==> src/rtl/a429_tx_pkg.sv <==
package a429_tx_pkg;

    typedef enum logic [1:0] {
        ST_IDLE = 2'd0,
        ST_DATA = 2'd1,
        ST_NULL = 2'd2,
        ST_GAP  = 2'd3
    } tx_state_e;

endpackage

==> src/rtl/a429_tx_divider.sv <==
module a429_tx_divider #(
    parameter int HS_RATIO = 1,
    parameter int LS_RATIO = 8
) (
    input  logic clk,
    input  logic rst_n,
    input  logic restart,
    input  logic low_speed,
    output logic tick
);
    localparam int MAX_RATIO = (LS_RATIO > HS_RATIO) ? LS_RATIO : HS_RATIO;
    localparam int CW        = $clog2(MAX_RATIO + 1);

    typedef struct packed {
        logic [CW-1:0] cnt;
    } div_t;

    div_t div_d, div_q;
    logic [CW-1:0] limit;

    always_comb begin
        limit = low_speed ? CW'(LS_RATIO - 1) : CW'(HS_RATIO - 1);
        tick  = (div_q.cnt == limit);
        div_d = div_q;
        if (restart || tick) begin
            div_d.cnt = '0;
        end else begin
            div_d.cnt = div_q.cnt + 1'b1;
        end
    end

    always_ff @(posedge clk or negedge rst_n) begin
        if (!rst_n) begin
            div_q <= '0;
        end else begin
            div_q <= div_d;
        end
    end

    AST_DIV_IN_RANGE: assert property (@(posedge clk) disable iff (!rst_n)
        div_q.cnt <= CW'(MAX_RATIO - 1)) else $error("divider count out of range");

endmodule

==> src/rtl/a429_tx_parity.sv <==
module a429_tx_parity #(
    parameter int DATA_W = 31
) (
    input  logic [DATA_W-1:0] data,
    input  logic              even_sel,
    output logic              pbit
);
    logic ones_odd;

    always_comb begin
        ones_odd = ^data;
        // odd sense: add a one when the data count is even
        pbit = (~ones_odd) ^ even_sel;
    end

endmodule

==> src/rtl/a429_tx_loopback.sv <==
module a429_tx_loopback (
    input  logic self_test_n,
    input  logic line_a,
    input  logic line_b,
    output logic rx1_a,
    output logic rx1_b,
    output logic rx2_a,
    output logic rx2_b
);
    logic active;

    always_comb begin
        active = ~self_test_n;
        rx1_a  = active & line_a;
        rx1_b  = active & line_b;
        // complemented signal: rails exchanged
        rx2_a  = active & line_b;
        rx2_b  = active & line_a;
    end

endmodule

==> src/rtl/a429_tx_serializer.sv <==
module a429_tx_serializer
    import a429_tx_pkg::*;
#(
    parameter int DATA_W     = 31,
    parameter int HALF_TICKS = 5,
    parameter int GAP_TICKS  = 40,
    parameter int HS_RATIO   = 1,
    parameter int LS_RATIO   = 8
) (
    input  logic              clk,
    input  logic              rst_n,
    input  logic              tx_en,
    input  logic              par_even,
    input  logic              low_speed,
    input  logic              self_test_n,
    input  logic              fifo_empty,
    input  logic [DATA_W-1:0] fifo_word,
    output logic              fifo_pop,
    output logic              tx_ready,
    output logic              line_a,
    output logic              line_b,
    output logic              rx1_a,
    output logic              rx1_b,
    output logic              rx2_a,
    output logic              rx2_b
);
    localparam int FRAME_W = DATA_W + 1;
    localparam int BIT_W   = $clog2(FRAME_W);
    localparam int PH_MAX  = (GAP_TICKS > HALF_TICKS) ? GAP_TICKS : HALF_TICKS;
    localparam int PH_W    = $clog2(PH_MAX + 1);

    typedef struct packed {
        tx_state_e          st;
        logic [FRAME_W-1:0] sreg;
        logic [BIT_W-1:0]   bitn;
        logic [PH_W-1:0]    ph;
        logic               spd;
    } seq_t;

    seq_t seq_d, seq_q;
    logic tick;
    logic restart;
    logic pbit;
    logic can_load;
    logic half_end;
    logic gap_end;

    a429_tx_parity #(.DATA_W(DATA_W)) i_parity (
        .data     (fifo_word),
        .even_sel (par_even),
        .pbit     (pbit)
    );

    a429_tx_divider #(.HS_RATIO(HS_RATIO), .LS_RATIO(LS_RATIO)) i_divider (
        .clk       (clk),
        .rst_n     (rst_n),
        .restart   (restart),
        .low_speed (seq_q.spd),
        .tick      (tick)
    );

    always_comb begin
        seq_d    = seq_q;
        fifo_pop = 1'b0;
        restart  = 1'b0;
        can_load = tx_en && !fifo_empty;
        half_end = tick && (seq_q.ph == PH_W'(HALF_TICKS - 1));
        gap_end  = tick && (seq_q.ph == PH_W'(GAP_TICKS - 1));

        unique case (seq_q.st)
            ST_IDLE: begin
                if (can_load) begin
                    fifo_pop   = 1'b1;
                    restart    = 1'b1;
                    seq_d.st   = ST_DATA;
                    seq_d.sreg = {pbit, fifo_word};
                    seq_d.bitn = '0;
                    seq_d.ph   = '0;
                    seq_d.spd  = low_speed;
                end
            end
            ST_DATA: begin
                if (half_end) begin
                    seq_d.ph = '0;
                    seq_d.st = ST_NULL;
                end else if (tick) begin
                    seq_d.ph = seq_q.ph + 1'b1;
                end
            end
            ST_NULL: begin
                if (half_end) begin
                    seq_d.ph = '0;
                    if (seq_q.bitn == BIT_W'(FRAME_W - 1)) begin
                        seq_d.st   = ST_GAP;
                        seq_d.bitn = '0;
                    end else begin
                        seq_d.st   = ST_DATA;
                        seq_d.bitn = seq_q.bitn + 1'b1;
                        seq_d.sreg = {1'b0, seq_q.sreg[FRAME_W-1:1]};
                    end
                end else if (tick) begin
                    seq_d.ph = seq_q.ph + 1'b1;
                end
            end
            ST_GAP: begin
                if (gap_end) begin
                    seq_d.ph = '0;
                    if (can_load) begin
                        fifo_pop   = 1'b1;
                        restart    = 1'b1;
                        seq_d.st   = ST_DATA;
                        seq_d.sreg = {pbit, fifo_word};
                        seq_d.bitn = '0;
                        seq_d.spd  = low_speed;
                    end else begin
                        seq_d.st = ST_IDLE;
                    end
                end else if (tick) begin
                    seq_d.ph = seq_q.ph + 1'b1;
                end
            end
            default: seq_d.st = ST_IDLE;
        endcase
    end

    always_ff @(posedge clk or negedge rst_n) begin
        if (!rst_n) begin
            seq_q <= '0;
        end else begin
            seq_q <= seq_d;
        end
    end

    always_comb begin
        line_a   = (seq_q.st == ST_DATA) &&  seq_q.sreg[0];
        line_b   = (seq_q.st == ST_DATA) && !seq_q.sreg[0];
        tx_ready = (seq_q.st == ST_IDLE) && fifo_empty;
    end

    a429_tx_loopback i_loopback (
        .self_test_n (self_test_n),
        .line_a      (line_a),
        .line_b      (line_b),
        .rx1_a       (rx1_a),
        .rx1_b       (rx1_b),
        .rx2_a       (rx2_a),
        .rx2_b       (rx2_b)
    );

    AST_POP_NEEDS_ENABLE: assert property (@(posedge clk) disable iff (!rst_n)
        fifo_pop |-> (tx_en && !fifo_empty)) else $error("pop without enable");

    AST_DATA_THEN_NULL: assert property (@(posedge clk) disable iff (!rst_n)
        (seq_q.st == ST_DATA) |=> (seq_q.st == ST_DATA || seq_q.st == ST_NULL))
        else $error("data half left wrongly");

    AST_GAP_EXIT: assert property (@(posedge clk) disable iff (!rst_n)
        (seq_q.st == ST_GAP) |=> (seq_q.st != ST_NULL)) else $error("gap left into null");

    AST_SPEED_HELD: assert property (@(posedge clk) disable iff (!rst_n)
        ((seq_q.st != ST_IDLE) && !$past(fifo_pop)) |-> $stable(seq_q.spd))
        else $error("speed changed inside a frame");

    AST_READY_QUIET: assert property (@(posedge clk) disable iff (!rst_n)
        tx_ready |-> !(line_a || line_b)) else $error("ready while driving");

endmodule

==> config.mk <==
export PLATFORM = sky130hd
export DESIGN_NAME = a429_tx_serializer
export DESIGN_NICKNAME = d
export VERILOG_FILES = /design/src/rtl/a429_tx_pkg.sv /design/src/rtl/a429_tx_divider.sv /design/src/rtl/a429_tx_parity.sv /design/src/rtl/a429_tx_loopback.sv /design/src/rtl/a429_tx_serializer.sv
export SDC_FILE = /design/constraint.sdc
export NUM_CORES = 1
export LEC_CHECK = 0
export CORE_ASPECT_RATIO = 1.75
export CORE_UTILIZATION = 49
export CTS_CLUSTER_DIAMETER = 60
export CTS_CLUSTER_SIZE = 40
export DETAILED_ROUTE_END_ITERATION = 8
export PLACE_DENSITY = 0.86
export SYNTH_ARGS = -nofsm -noshare
export SYNTH_HDL_FRONTEND = slang
export SYNTH_SLANG_ARGS = --single-unit
==> constraint.sdc <==
create_clock -name clk -period 2.2 [get_ports clk]
set_input_delay 0.44 -clock clk [delete_from_list [all_inputs] [get_ports clk]]
set_output_delay 0.44 -clock clk [all_outputs]
set_load 0.05 [all_outputs]
* Word-level counts from Yosys, hierarchy flattened *
Index checks and enable logic that the tools add are counted.

storage, ports and cells
  bits in registers = 50
  output and inout port bits = 8
  word-level logic and storage cells = 68

operators by class
  add/subtract/negate cells = 3
  bitwise gates (word level) = 5
  reduce and logical (&&, ||, !) cells = 18
  equal/unequal tests = 13
  mux-type cells = 23

operators with widths
  operator               count
  $pmux W37 S3           1
  $mux W39               2
  $mux W46               1
  $mux W37               1
  $mux W32               1
  $reduce_xor A31 Y1     1
  $mux W6                3
  $pmux W6 S3            1
  $ne A2 B2 Y1 const B   6
  $pmux W2 S4            1
  $reduce_and A4 Y1      2
  $add A6 B1 Y6 const B  1
  $eq A6 B3 Y1 const B   1
  $eq A6 B6 Y1 const B   1
  $logic_and A1 B1 Y1    6
  $reduce_and A6 Y1      1
  $add A5 B1 Y5 const B  1
  $eq A5 B5 Y1 const B   1
  $mux W1                5
  $mux W5                1
  $reduce_and A5 Y1      1
  $add A4 B1 Y4 const B  1
  $eq A2 B2 Y1 const B   2
  $eq A4 B4 Y1           1
  14 further kinds       19

* Longest topological paths before layout *
  word-level depth = 7
  mapped depth = 9

* Hierarchy *
From an unflattened synthesis, not the netlist that was laid out.

unflattened totals
  cells, all modules = 276
  area, all modules = 3234.4 um^2

modules (own cells, without submodules)
  module              times used  seq. area each (um^2)  cells each  area each (um^2)
  a429_tx_serializer  1           1151.1                 225         2751.4
  a429_tx_parity      1           0.0                    31          271.5
  a429_tx_divider     1           100.1                  16          183.9
  a429_tx_loopback    1           0.0                    4           27.5

* Worst setup path after synthesis *
No wires, ideal clock.

  kind = reg-to-output
  start point = register seq_q[45] (netlist bit)
  end point = output rx2_a
  arrival = 2.326 ns
  setup slack = -0.566 ns
  cell stages (with the launch flop) = 5
  required time = 1.760 ns
  path buffers = 1
  path through = dfrtp_1 -> inv_1 -> ha_1 -> nor3b_1 -> buf_4

on the way
  word-level cells in the longest chain between the ends = 3

RTL lines
  item                    RTL line                   RTL
  start, declared         a429_tx_serializer.sv:40   seq_t seq_d, seq_q;
  start signal, assigned  a429_tx_serializer.sv:130  seq_q <= seq_d;
  $eq A2 B1 Y1            a429_tx_serializer.sv:136  line_b = (seq_q.st == ST_DATA) && !seq_q.sreg[0];
  $logic_and A1 B1 Y1     a429_tx_serializer.sv:136
  $and A1 B1 Y1           --
  end, declared           a429_tx_serializer.sv:24   output logic rx2_a,

No other way between the ends.

* Final worst setup path *
  start point = register i_divider.div_q[1] (netlist bit)
  end point = output fifo_pop

on the way
  word-level cells in the longest chain between the ends = 4

RTL lines
  item                    RTL line                   RTL
  start, declared         a429_tx_divider.sv:18      div_t div_d, div_q;
  start signal, assigned  a429_tx_divider.sv:36      div_q <= div_d;
  $eq A4 B4 Y1            a429_tx_divider.sv:23      tick = (div_q.cnt == limit);
  $logic_and A1 B1 Y1     a429_tx_serializer.sv:68   gap_end = tick && (seq_q.ph == PH_W'(GAP_TICKS - 1));
  $mux W1                 a429_tx_serializer.sv:106  if (gap_end) begin
  $pmux W1 S2             a429_tx_serializer.sv:70   unique case (seq_q.st)
  end, declared           a429_tx_serializer.sv:18   output logic fifo_pop,

No other way between the ends.

==> run metrics <==
outcome=finished, violations left; violations in the final reports=setup timing; area of the multi-input gates=0.00175 mm²; Pwr Density=1300 mW/mm²; die width=60.9 µm; shortest clock period the worst path allows after layout=approximately 2400 ps; sequential area share after synthesis=0.420; Total GRT Usage=0.231; count of vias placed by the detailed router=2503; Avg WL per Cell=15.7 µm; Area contributors post-synth=sky130_fd_sc_hd__dfrtp_1 (42%), sky130_fd_sc_hd__mux2i_1 (11%), sky130_fd_sc_hd__xnor2_1 (8.8%), sky130_fd_sc_hd__nand2_1 (4.9%), sky130_fd_sc_hd__o21ai_1 (4.9%); area used by sequential logic in the layout=0.00125 mm²; global route total overflow=0; setup clock skew after layout=between 10 and 15 ps; post-synth net total=354; number of warnings issued by yosys=0; number of placed cells counting well taps=438; logic depth of the worst register-to-register path=8; number of hold-slack violations in the final timing report=0; Slew Viols, Final=0; summed negative setup slack over all endpoints=-1330 ps; path type of the worst setup path=reg2out; net count reported at finish=roughly 420; number of filler instances in the final layout=approximately 430; layout cell share with drive strength beyond 1=0.198; unrepaired setup endpoints after global routing=yes; Final Cell Area=0.00406 mm²; via count of the first global-routing pass=2614; wire length of the first global-routing pass=11.3 mm; share of Yosys cell area claimed by the top area cell type=0.420; post-DP HPWL=between 4 and 5 mm; leakage=about 1.7 nW; die area=between 0.006 and 0.007 mm²; number of cells in the finished layout apart from fillers=452; post-route setup slack=-207 ps; Final Total Pwr=5.28 mW; Root Driver=sky130_fd_sc_hd__clkbuf_8; total wire length after detailed routing=7.08 mm; Worst IR Drop VDD=0.918 mV; via density per instance=5.54; Max-Cap Viols=0; Synth Register Bits=50; CTS Buf Count=5; count of endpoints failing setup in the final report=30; remaining number of nets flagged by the antenna check after routing=0; Max H-tree Level=2; insertion delay to the later sink of the worst-skew pair=310 ps; nature of the critical path endpoint=output port; Post-CTS Hold Fix Bufs=0; Hold Path Class=in2async; antenna diode count=0; detailed-router iteration count before antenna repair=4; required time reported for the critical path endpoint=1760 ps; Die H=about 110 µm; TritonCTS clock tree=yes; Clock Sinks=50; Initial Util=0.506; Max transition margin=0.563; I/O pin cnt=46; startpoint kind of the worst setup timing path=flop; growth of design area from synthesis to finish=36.2%; buffers added on ports=45; number of antenna violations at the first check in global routing=0; synth unique cells=49; post-synthesis cell type with the largest combined area=sky130_fd_sc_hd__dfrtp_1; mapped cell area=0.00298 mm²; post-placement setup slack=-61.7 ps; worst-case clock buffer depth=2; number of instances in the synthesized netlist=305; DP Area=0.00378 mm²; Placement Rows=37; post-route worst hold slack=between 200 and 250 ps; data arrival time of the worst path=1970 ps; synthesized area per cell=about 10 µm²; placer's final routability congestion estimate=~0.89; Top FF cell, synth=sky130_fd_sc_hd__dfrtp_1; clock-pin slew on the worst setup and hold paths=90 ps; core outline area=0.00588 mm²; largest net degree at the start of global routing=51; final period utilization=1.09; number of flops mapped to enable cells by yosys=0; slew at the pin closest to its max-slew limit=around 650 ps; post-route DRC violation count=0; core utilization of the finished layout=0.690; highest achievable clock rate=415 MHz; share of flip-flops with an asynchronous set or reset=1.00; Initial DRC Count=137; largest fanout of any net on the critical path=2
## power breakdown
group	switching, mW	internal [mW]
combinational	1.65	1.53
sequential	0.234	1.30
clock	0.310	0.255
total	2.20	3.08
## worst paths after layout
| kind | from | to | slack [ps] |
|---|---|---|---|
| worst min-delay path | rst_n | seq_q[18] | 240 |
| max in group asynchronous | rst_n | seq_q[40] | 1530 |
| worst min register to register | seq_q[28] | seq_q[28] | 490 |
| worst max register to register | i_divider.div_q[1] | seq_q[44] | -160 |
| worst max-delay path | i_divider.div_q[1] | fifo_pop | -210 |
| min in group clk | seq_q[28] | seq_q[28] | 490 |
## flip-flops by register name, summed over array words and instances, names as in the netlist
| name | cells |
|---|---|
| seq_q | 46 |
| i_divider.div_q | 4 |
## repair_timing
| action | 4_1_cts | 5_1_grt |
|---|---|---|
| setup buffers | 3 | 2 |
| setup endpoints to repair | 7 | 48 |
| gates cloned | 0 | 1 |
| gates resized for setup | 13 | 16 |
| pin swaps | 6 | 4 |
## kinds of logic (layout without fill, tap and decap cells)
family,after synthesis,after routing,synth area share
buffers and inverters,26,95,0.0378
adders and majority gates,11,11,0.0462
muxes,34,34,0.115
DFF,50,50,0.420
and+or+nand+nor,83,83,0.136
xor gates and xnor gates,33,33,0.0971
AOI/OAI and AO/OA,68,68,0.147
## cell usage after synthesis, types with 2 or more instances
| cell | number |
|---|---|
| sky130_fd_sc_hd__a21oi_1 | 6 |
| sky130_fd_sc_hd__and3_1 | 2 |
| sky130_fd_sc_hd__o2bb2ai_1 | 2 |
| sky130_fd_sc_hd__xnor2_1 | 30 |
| sky130_fd_sc_hd__nor2b_1 | 3 |
| sky130_fd_sc_hd__a22o_1 | 7 |
| sky130_fd_sc_hd__clkbuf_1 | 11 |
| sky130_fd_sc_hd__ha_1 | 11 |
| sky130_fd_sc_hd__o21ai_0 | 8 |
| sky130_fd_sc_hd__dfrtp_1 | 50 |
| sky130_fd_sc_hd__xor2_1 | 3 |
| sky130_fd_sc_hd__mux2_2 | 2 |
| sky130_fd_sc_hd__nor2_1 | 14 |
| sky130_fd_sc_hd__inv_1 | 11 |
| sky130_fd_sc_hd__mux2i_1 | 32 |
| sky130_fd_sc_hd__a21o_1 | 3 |
| sky130_fd_sc_hd__buf_4 | 2 |
| sky130_fd_sc_hd__nor3_1 | 3 |
| sky130_fd_sc_hd__and2_1 | 4 |
| sky130_fd_sc_hd__nand2b_1 | 3 |
| sky130_fd_sc_hd__nand3_1 | 2 |
| sky130_fd_sc_hd__o31ai_1 | 2 |
| sky130_fd_sc_hd__nand2_1 | 39 |
| sky130_fd_sc_hd__nand4_1 | 2 |
| sky130_fd_sc_hd__o21ai_1 | 29 |
## routing by layer
metal,global-route usage,vias up,part of all wire
li1,-,1195,-
met1,0.265,1226,0.37
met2,0.412,64,0.58
met3,0.0384,18,0.028
met4,0.0795,0,0.024
met5,0,-,0
## layout by cell type (no fill, tap or decap), types with 2 or more instances in the layout
cell type / n
sky130_fd_sc_hd__nand2_1: 39
sky130_fd_sc_hd__or2_1: 2
sky130_fd_sc_hd__buf_4: 26
sky130_fd_sc_hd__xnor2_1: 30
sky130_fd_sc_hd__a21oi_1: 5
sky130_fd_sc_hd__inv_1: 11
sky130_fd_sc_hd__o21ai_1: 27
sky130_fd_sc_hd__o21ai_2: 3
sky130_fd_sc_hd__nor2_1: 13
sky130_fd_sc_hd__ha_1: 10
sky130_fd_sc_hd__buf_12: 11
sky130_fd_sc_hd__a21o_1: 3
sky130_fd_sc_hd__o21ai_4: 2
sky130_fd_sc_hd__and2_1: 3
sky130_fd_sc_hd__nand2b_1: 2
sky130_fd_sc_hd__o21ai_0: 5
sky130_fd_sc_hd__clkdlybuf4s50_1: 36
sky130_fd_sc_hd__nand3_1: 2
sky130_fd_sc_hd__mux2_2: 2
sky130_fd_sc_hd__dfrtp_1: 50
sky130_fd_sc_hd__nor2b_1: 3
sky130_fd_sc_hd__mux2i_1: 32
sky130_fd_sc_hd__clkbuf_8: 6
sky130_fd_sc_hd__a22o_1: 7
sky130_fd_sc_hd__and3_1: 2
sky130_fd_sc_hd__nand4_1: 2
sky130_fd_sc_hd__o2bb2ai_1: 2
sky130_fd_sc_hd__o41ai_2: 2
sky130_fd_sc_hd__xor2_1: 3
## layout make-up
cell class,count,share of cell area
well taps,78,0.0241
clock inverters,1,0.00123
clock buffers,7,0.0213
multi-input cells,229,0.432
repair buffers,76,0.202
flip-flops and latches,50,0.308
inverters,11,0.0102
## worst max-delay path, cell delays in order (launching register included)
cell                      delay [ps]
sky130_fd_sc_hd__dfrtp_1         380
sky130_fd_sc_hd__or4_4           550
sky130_fd_sc_hd__a211o_1         300
sky130_fd_sc_hd__nor3_2          130
sky130_fd_sc_hd__o21a_2          160
sky130_fd_sc_hd__buf_12          130
(Power assumes the default switching activity.)
